--- src/rtl/nest_arb_pkg.sv ---
package nest_arb_pkg;
    localparam int          KEY_W    = 4;
    localparam int          LVL_W    = 5;
    localparam logic [4:0]  LVL_NMI  = 5'd0;
    localparam logic [4:0]  LVL_IDLE = 5'd17;

    // preempt part: top (grp, clamped to 4) bits of the nibble
    function automatic logic [KEY_W-1:0] preempt_of(input logic [KEY_W-1:0] key,
                                                    input logic [2:0] grp);
        logic [2:0] pb;
        pb = (grp > 3'd4) ? 3'd4 : grp;
        return key >> (3'd4 - pb);
    endfunction
endpackage

--- src/rtl/prio_split.sv ---
module prio_split #(
    parameter int NUM_IRQ = 81
) (
    input  logic [NUM_IRQ*8-1:0]                       prio_i,
    output logic [NUM_IRQ-1:0][nest_arb_pkg::KEY_W-1:0] key_o
);
    for (genvar g = 0; g < NUM_IRQ; g++) begin : g_line
        assign key_o[g] = prio_i[g*8+4 +: nest_arb_pkg::KEY_W];
    end
endmodule

--- src/rtl/pick_winner.sv ---
module pick_winner #(
    parameter int NUM_IRQ = 81,
    parameter int ID_W    = 7
) (
    input  logic [NUM_IRQ-1:0]                          req_i,
    input  logic [NUM_IRQ-1:0][nest_arb_pkg::KEY_W-1:0] key_i,
    output logic                                        found_o,
    output logic [ID_W-1:0]                             id_o,
    output logic [nest_arb_pkg::KEY_W-1:0]              key_o
);
    always_comb begin
        found_o = 1'b0;
        id_o    = '0;
        key_o   = '1;
        for (int i = 0; i < NUM_IRQ; i++) begin
            if (req_i[i] && (!found_o || key_i[i] < key_o)) begin
                found_o = 1'b1;
                key_o   = key_i[i];
                id_o    = ID_W'(i);
            end
        end
    end
endmodule

--- src/rtl/prio_nest_arb.sv ---
module prio_nest_arb
    import nest_arb_pkg::*;
#(
    parameter int NUM_IRQ     = 81,
    parameter int STACK_DEPTH = 17,
    localparam int ID_W       = $clog2(NUM_IRQ + 1),
    localparam int SP_W       = $clog2(STACK_DEPTH + 1)
) (
    input  logic                  clk,
    input  logic                  rst_n,
    input  logic [NUM_IRQ-1:0]    irq_set_i,
    input  logic [NUM_IRQ*8-1:0]  prio_i,
    input  logic [2:0]            grp_i,
    input  logic                  nmi_set_i,
    input  logic                  ret_i,
    output logic                  take_o,
    output logic [ID_W-1:0]       take_id_o,
    output logic [LVL_W-1:0]      run_lvl_o
);
    typedef struct packed {
        logic [NUM_IRQ-1:0]                  pend;
        logic                                nmi_pend;
        logic [STACK_DEPTH-1:0][LVL_W-1:0]   stk;
        logic [SP_W-1:0]                     sp;
        logic                                take;
        logic [ID_W-1:0]                     id;
    } arb_st_t;

    arb_st_t st_d, st_q;

    logic [NUM_IRQ-1:0][KEY_W-1:0] key;
    logic                          win_found;
    logic [ID_W-1:0]               win_id;
    logic [KEY_W-1:0]              win_key;
    logic [LVL_W-1:0]              win_lvl;
    logic [LVL_W-1:0]              cur_lvl;
    logic                          stack_full;

    prio_split #(.NUM_IRQ(NUM_IRQ)) u_split (
        .prio_i (prio_i),
        .key_o  (key)
    );

    pick_winner #(.NUM_IRQ(NUM_IRQ), .ID_W(ID_W)) u_pick (
        .req_i   (st_q.pend),
        .key_i   (key),
        .found_o (win_found),
        .id_o    (win_id),
        .key_o   (win_key)
    );

    always_comb begin
        cur_lvl    = (st_q.sp == '0) ? LVL_IDLE : st_q.stk[st_q.sp - 1'b1];
        win_lvl    = LVL_W'(preempt_of(win_key, grp_i)) + 5'd1;
        stack_full = (st_q.sp == SP_W'(STACK_DEPTH));

        st_d      = st_q;
        st_d.take = 1'b0;

        if (ret_i) begin
            if (st_q.sp != '0) begin
                st_d.sp = st_q.sp - 1'b1;
            end
        end else if (!stack_full) begin
            if (st_q.nmi_pend && cur_lvl != LVL_NMI) begin
                st_d.take          = 1'b1;
                st_d.id            = ID_W'(NUM_IRQ);
                st_d.nmi_pend      = 1'b0;
                st_d.stk[st_q.sp]  = LVL_NMI;
                st_d.sp            = st_q.sp + 1'b1;
            end else if (win_found && win_lvl < cur_lvl) begin
                st_d.take          = 1'b1;
                st_d.id            = win_id;
                st_d.pend[win_id]  = 1'b0;
                st_d.stk[st_q.sp]  = win_lvl;
                st_d.sp            = st_q.sp + 1'b1;
            end
        end

        st_d.pend     = st_d.pend | irq_set_i;
        st_d.nmi_pend = st_d.nmi_pend | nmi_set_i;
    end

    always_ff @(posedge clk or negedge rst_n) begin
        if (!rst_n) begin
            st_q <= '0;
        end else begin
            st_q <= st_d;
        end
    end

    assign take_o    = st_q.take;
    assign take_id_o = st_q.id;
    assign run_lvl_o = cur_lvl;
endmodule

--- config.mk ---
export PLATFORM = sky130hd
export DESIGN_NAME = prio_nest_arb
export DESIGN_NICKNAME = d
export VERILOG_FILES = /design/src/rtl/nest_arb_pkg.sv /design/src/rtl/prio_split.sv /design/src/rtl/pick_winner.sv /design/src/rtl/prio_nest_arb.sv
export SDC_FILE = /design/constraint.sdc
export NUM_CORES = 1
export LEC_CHECK = 0
export BUFFER_PORTS_ARGS = -buffer_cell sky130_fd_sc_hd__buf_2
export CAP_MARGIN = 10
export CORE_AREA = 2 2 291 293
export CTS_BUF_LIST = sky130_fd_sc_hd__clkbuf_16
export CTS_CLUSTER_DIAMETER = 60
export DETAILED_ROUTE_END_ITERATION = 16
export DIE_AREA = 0 0 293 295
export GPL_TIMING_DRIVEN = 0
export PLACE_DENSITY = 0.68
export SYNTH_ARGS = -nofsm -noshare
export SYNTH_HDL_FRONTEND = slang
export SYNTH_SLANG_ARGS = --single-unit
--- constraint.sdc ---
create_clock -name clk -period 169.7 [get_ports clk]
set_input_delay 0 -clock clk [delete_from_list [all_inputs] [get_ports clk]]
set_output_delay 0 -clock clk [all_outputs]
set_load 0.05 [all_outputs]
==> results of run 1 <==
[layout make-up]
cell class | count | area [µm²] | share of cell area
well taps | 1080 | 1350 | 0.0396
diodes | 46 | 115 | 0.00338
repair buffers | 497 | 2950 | 0.0864
multi-input cells | 3319 | 22600 | 0.662
clock inverters | 15 | 185 | 0.00543
clock buffers | 17 | 425 | 0.0125
plain buffers | 105 | 796 | 0.0233
flip-flops and latches | 180 | 4500 | 0.132
inverters | 322 | 1210 | 0.0355
[metal layers]
| metal | up-vias | GRT usage |
|---|---|---|
| met2 | 1108 | 0.390 |
| met4 | 58 | 0.0790 |
| li1 | 15900 | - |
| met1 | 15500 | 0.346 |
| met3 | 188 | 0.0678 |
| met5 | - | 0 |
[what timing repair did]
| item | CTS | global route |
|---|---|---|
| hold buffers | 85 | 0 |
| setup buffers | 0 | 0 |
| hold endpoints to repair | 174 | 0 |
[final timing paths]
path                               from            to  slack [ns]  cells after the start
max                            st_q[99]     st_q[139]       39.81                    615
min                               rst_n     st_q[157]        0.15                      2
max reg2reg                    st_q[99]     st_q[139]       39.81                    615
min reg2reg                take_id_o[3]  take_id_o[3]        0.51                      1
max in group asynchronous         rst_n     st_q[115]      168.61                      3
min in group clk            prio_i[647]     st_q[179]        0.19                      6
[synthesized netlist by cell type, types with 47 or more instances]
master	count	share of area
or3_1	51	0.011
ha_1	97	0.042
a31oi_1	82	0.018
mux2i_1	117	0.040
o21ai_0	223	0.038
and3_1	47	0.010
inv_1	319	0.041
o211ai_1	60	0.015
a211oi_1	57	0.015
a21oi_1	252	0.043
nand2b_1	47	0.010
and2_1	63	0.014
nor2_1	421	0.054
nor3_1	79	0.014
o22ai_1	112	0.024
nand2_1	383	0.049
nand3_1	105	0.018
dfrtp_1	180	0.15
[critical path, delay by kind of cell (launching register included)]
family / cells / cell delay [ns]
muxes: 39 / 9.99
buffers and inverters: 50 / 7.06
DFF: 1 / 0.46
and+or+nand+nor: 182 / 31.50
xor gates and xnor gates: 1 / 0.34
adders and majority gates: 80 / 23.15
AOI/OAI and AO/OA: 263 / 56.97
[stage by stage]
stage               hold slack (ns)  cell area, µm²
finish                        0.145           34100
global route                  0.200           34000
CTS                           0.138           34000
detailed placement            0.103           32500
global placement              0.181           32500
floorplan                    -0.296           29100
[logic make-up after synthesis]
group,after synthesis
simple gates,1498
compound gates,1416
buf+inv,427
mux,223
flops,180
fa+ha+maj,133
xor+xnor,49
[sequential cells by signal (all words and copies together) (netlist names)]
register / cells
take_o: 1
st_q: 172
take_id_o: 7
==> results_dict.tcl, run 1 <==
set metrics [dict create \
    die_h_um 295 \
    grt_pass1_wl_um 174000 \
    synth_simple_gate_area_frac 0.259 \
    finalCritPeriodShare 0.765 \
    ys_types 176 \
    required_ns 170.04 \
    final_common_cell "buf_2" \
    startpoint_type "register" \
    clock_path_buffers 2 \
    cap_violations 0 \
    dieArea_um2 86400 \
    rsz0062_at_grt "no" \
    layout_common_cells "buf_2 (424), nor2_1 (421), nand2_1 (383)" \
    synth-edff-count 0 \
    synth-seq-cells 180 \
    ant_nets 0 \
    crit_type "reg2reg" \
    rows 106 \
    drcViolationCount 0 \
    start_util 0.349 \
    drt_iter0_drc 2498 \
    synth.cell_area_um2 29100 \
    synthXorXnorAreaFrac 0.0148 \
    place_ws_ns 41.68 \
    drive_gt1_frac 0.197 \
    hpwlAfterDp_um 92800 \
    io-pin-count 749 \
    synth_compound_area_frac 0.354 \
    grt_pass1_vias 30600 \
    cp-end-kind "register" \
    fin_cells 5581 \
    finalSetupViolations 0 \
    cpMaxStageDelayCell "a211oi_1" \
    grt_usage 0.254 \
    grt_max_degree 94 \
    core-area_um2 83200 \
    wl_per_cell_um 20.4 \
    hold_class "in2async" \
    fill_cells 8588 \
    avgSynthCellArea_um2 7.40 \
    cp.arrival_ns 130.23 \
    fp.dieW_um 293 \
    worst_path_most_repeated_cell "ha_1" \
    synthCells 3926 \
    post_cts_resized 0 \
    syn_to_final_growth_pct 17.3 \
    wl_met1_um 51300 \
    tightest_slew_ns 1.14 \
    totalWireLength_um 114000 \
    async_reset_ff_frac 1.00 \
    cp_max_fo 10 \
    synthAdderAreaFrac 0.0544 \
    nets 5275 \
    muxShareOfSynthArea 0.0938 \
    dr.pass1.iters 6 \
    drv_slew 0 \
    vias 32800 \
    cts_tree "built" \
    grt_overflow_total 0 \
    yosys_most_used_dff "dfrtp_1" \
    utilization 0.410 \
    yosys_warnings 0 \
    relSlewSlack 0.236 \
    insertion_delay_ns 0.50 \
    final_hold_viol_count 0 \
    path_clk_slew_ns 0.08 \
    wl_met2_um 48600 \
    place_inst 5418 \
    synth_top_family_by_area "compound AO/OA/AOI/OAI gates" \
    root_buffer "clkbuf_16" \
    antenna_found_initial 79 \
    max_freq_ghz 0.00770 \
    critPathMaxStageDelay_ns 0.88 \
    via_per_inst 5.87 \
    setup_tns_ns 0 \
    synth.yosys.seq_area_share 0.155 \
    status "finished, final reports clean" \
    cts_sinks 180 \
    syn_nets 4759 \
    routabilityCongestion 0.987 \
    setup_slack_ns 39.81 \
    io_buffers 411 \
    cts_buffers 17 \
    dr_wl_met3_um 10400 \
    finalCriticalPeriod_ns 129.89 \
    skew_ns 0.0258 \
    maxUsedRoutingLayer "met5" \
    htreeDepth 4 \
]
Power of run 1 is not shown: default switching activity piles up to over one toggle a cycle in this logic, so the estimate is an artifact.
==> run 2, diff against run 1 <==
- ABC_AREA: not set -> 1
- CORE_AREA: 2 2 291 293 -> 2 2 293 295
- DIE_AREA: 0 0 293 295 -> 0 0 295 297
- PLACE_DENSITY: 0.68 -> 0.62
- clock period: 169.7 -> 110.8 ns (I/O delays scaled with it)
==> run 2 against run 1 <==
Against the previous run: clock skew fell by 0.0089 ns; largest cell class unchanged; critical path depth increased by 53; register-to-register slack worse by 15 ns; hold slack worse by 0.0027 ns; via count down 19%; flip-flop and latch count unchanged; first-iteration DRC count down 48%.
==> results_dict.tcl, run 2 <==
set metrics [dict create \
    status "finished, final reports clean" \
    critPathTopFamily "compound AO/OA/AOI/OAI gates" \
    startpoint_type "register" \
    cts_hold_buffers 84 \
    synth_common_cells "nand2_1 (1255), nand3_1 (553), inv_1 (511), nor2_1 (329), nand2_2 (226)" \
    netlist_top_cells_area "nand2_1 (20%), dfrtp_1 (19%), nand3_1 (11%), inv_1 (8.0%), nand2_2 (5.9%)" \
    yosys_most_used_dff "dfrtp_1" \
    largest_register "st_q" \
    ant_nets 0 \
    final_common_cell "nand2_1" \
    ys_types 62 \
    syn_to_final_growth_pct 21.0 \
    via_per_inst 4.65 \
    setup_tns_ns 0 \
    cts_tree "built" \
    dieArea_um2 87600 \
    avgSynthCellArea_um2 5.99 \
    grt_overflow_total 0 \
    required_ns 111.19 \
    syn_nets 4854 \
    yosys_warnings 0 \
    finalCriticalPeriod_ns 86.32 \
    totalWireLength_um 88200 \
    grt_pass1_vias 25200 \
    yosysTopAreaCell "nand2_1" \
    routabilityCongestion 0.935 \
    drive_gt1_frac 0.199 \
    drt_iter0_drc 1302 \
    grt_max_degree 104 \
    finalSetupViolations 0 \
    grt_usage 0.199 \
    htreeDepth 4 \
    whs_ns 0.142 \
    io_buffers 424 \
    cpMaxStageDelayCell "xor2_1" \
    critPathMaxStageDelay_ns 0.79 \
    skew_ns 0.0169 \
    post-cts-setup-buffers 0 \
    max_freq_ghz 0.0116 \
    finalCritPeriodShare 0.779 \
    grt_pass1_wl_um 136000 \
    drv_slew 0 \
    setup_slack_ns 24.48 \
    fp.dieW_um 295 \
    final_hold_viol_count 0 \
    async_reset_ff_frac 1.00 \
    rsz0062_at_grt "no" \
    drcViolationCount 0 \
    rows 107 \
    nets 5382 \
    cts_sinks 180 \
    cp.buffers_inverters 164 \
    path_clk_slew_ns 0.08 \
    place_ws_ns 24.30 \
    relSlewSlack 0.279 \
    cp.arrival_ns 86.70 \
    yosysMostFrequentCell "nand2_1" \
    synth-edff-count 0 \
    wl_per_cell_um 15.4 \
    largest_register_ffs 172 \
    core-area_um2 84500 \
    post_cts_resized 0 \
    antenna_found_initial 34 \
    start_util 0.285 \
    synth.yosys.seq_area_share 0.187 \
    layout_common_cells "nand2_1 (1255), nand3_1 (553), inv_1 (511)" \
    vias 26600 \
    io-pin-count 749 \
    clock_path_buffers 2 \
    synth-seq-cells 180 \
    synthCells 4021 \
    dr.pass1.iters 6 \
    cap_violations 0 \
    tightest_slew_ns 1.08 \
    crit_type "reg2reg" \
    cts_buffers 17 \
    cp-end-kind "register" \
    hpwlAfterDp_um 73500 \
    die_h_um 297 \
    utilization 0.345 \
    root_buffer "clkbuf_16" \
    worst_path_most_repeated_cell "nand2_2" \
    cp_max_fo 11 \
    insertion_delay_ns 0.50 \
    synth.cell_area_um2 24100 \
    hold_class "in2async" \
    synth.top_cell.area_share 0.196 \
]
-- run 2: changes by cell type after synthesis, sizes merged, moves of 75 or more --
cell,delta
o22ai,-106
nand2,+1174
a21oi,-246
mux2i,-125
a31oi,-94
clkinv,+75
o21bai,+75
nand3,+470
nor2,-83
inv,+201
-- run 2: final timing paths --
| check | start | end | slack, ns | depth (start not counted) |
|---|---|---|---|---|
| min in group clk | prio_i[644] | st_q[18] | 0.19 | 7 |
| max reg2reg | st_q[99] | st_q[176] | 24.48 | 668 |
| min reg2reg | st_q[31] | st_q[31] | 0.48 | 2 |
| max | st_q[99] | st_q[176] | 24.48 | 668 |
| max in group asynchronous | rst_n | st_q[103] | 109.64 | 3 |
| min | rst_n | st_q[174] | 0.14 | 2 |
-- run 2: routing by layer --
| metal | part of all wire | routed length [µm] | vias up | track usage |
|---|---|---|---|---|
| li1 | - | - | 13900 | - |
| met5 | 0.0023 | 199 | - | 0 |
| met1 | 0.45 | 39300 | 11900 | 0.256 |
| met2 | 0.46 | 40800 | 636 | 0.331 |
| met4 | 0.019 | 1710 | 30 | 0.0511 |
| met3 | 0.071 | 6260 | 126 | 0.0477 |
-- run 2: layout make-up --
type,instances,area (µm²)
fillers,9327,55300
multi-input cells,3159,16500
flip-flops and latches,180,4500
repair buffers,509,3000
inverters,599,2280
well taps,1144,1430
plain buffers,83,782
clock buffers,17,425
clock inverters,15,164
diodes,18,45.0
-- run 2: cell families (layout without fill, tap and decap cells) --
group | Yosys count | in the layout | synth area share
flip-flops | 180 | 180 | 0.187
XOR/XNOR | 7 | 7 | 0.00286
buffers and inverters | 682 | 1223 | 0.127
other | 0 | 18 | 0
AND/OR/NAND/NOR | 2599 | 2599 | 0.516
adder cells (fa/ha/maj) | 97 | 97 | 0.0504
AO/OA/AOI/OAI | 456 | 456 | 0.117
-- run 2: worst reg2reg max path: cells and delay by family, from the launching register on --
kind,cells,cell delay [ns]
AND/OR/NAND/NOR,259,23.83
adder cells (fa/ha/maj),82,24.94
buffers and inverters,164,10.55
flip-flops,1,0.48
AO/OA/AOI/OAI,162,25.72
XOR/XNOR,1,0.79
-- run 2: per-stage QoR --
stage               area [µm²]  instances
global route             29100       5713
floorplan                24100       4021
CTS                      29100       5706
finish                   29200       5724
detailed placement       27700       5590
global placement         27600       5589
Power of run 2 is left out for the same reason.
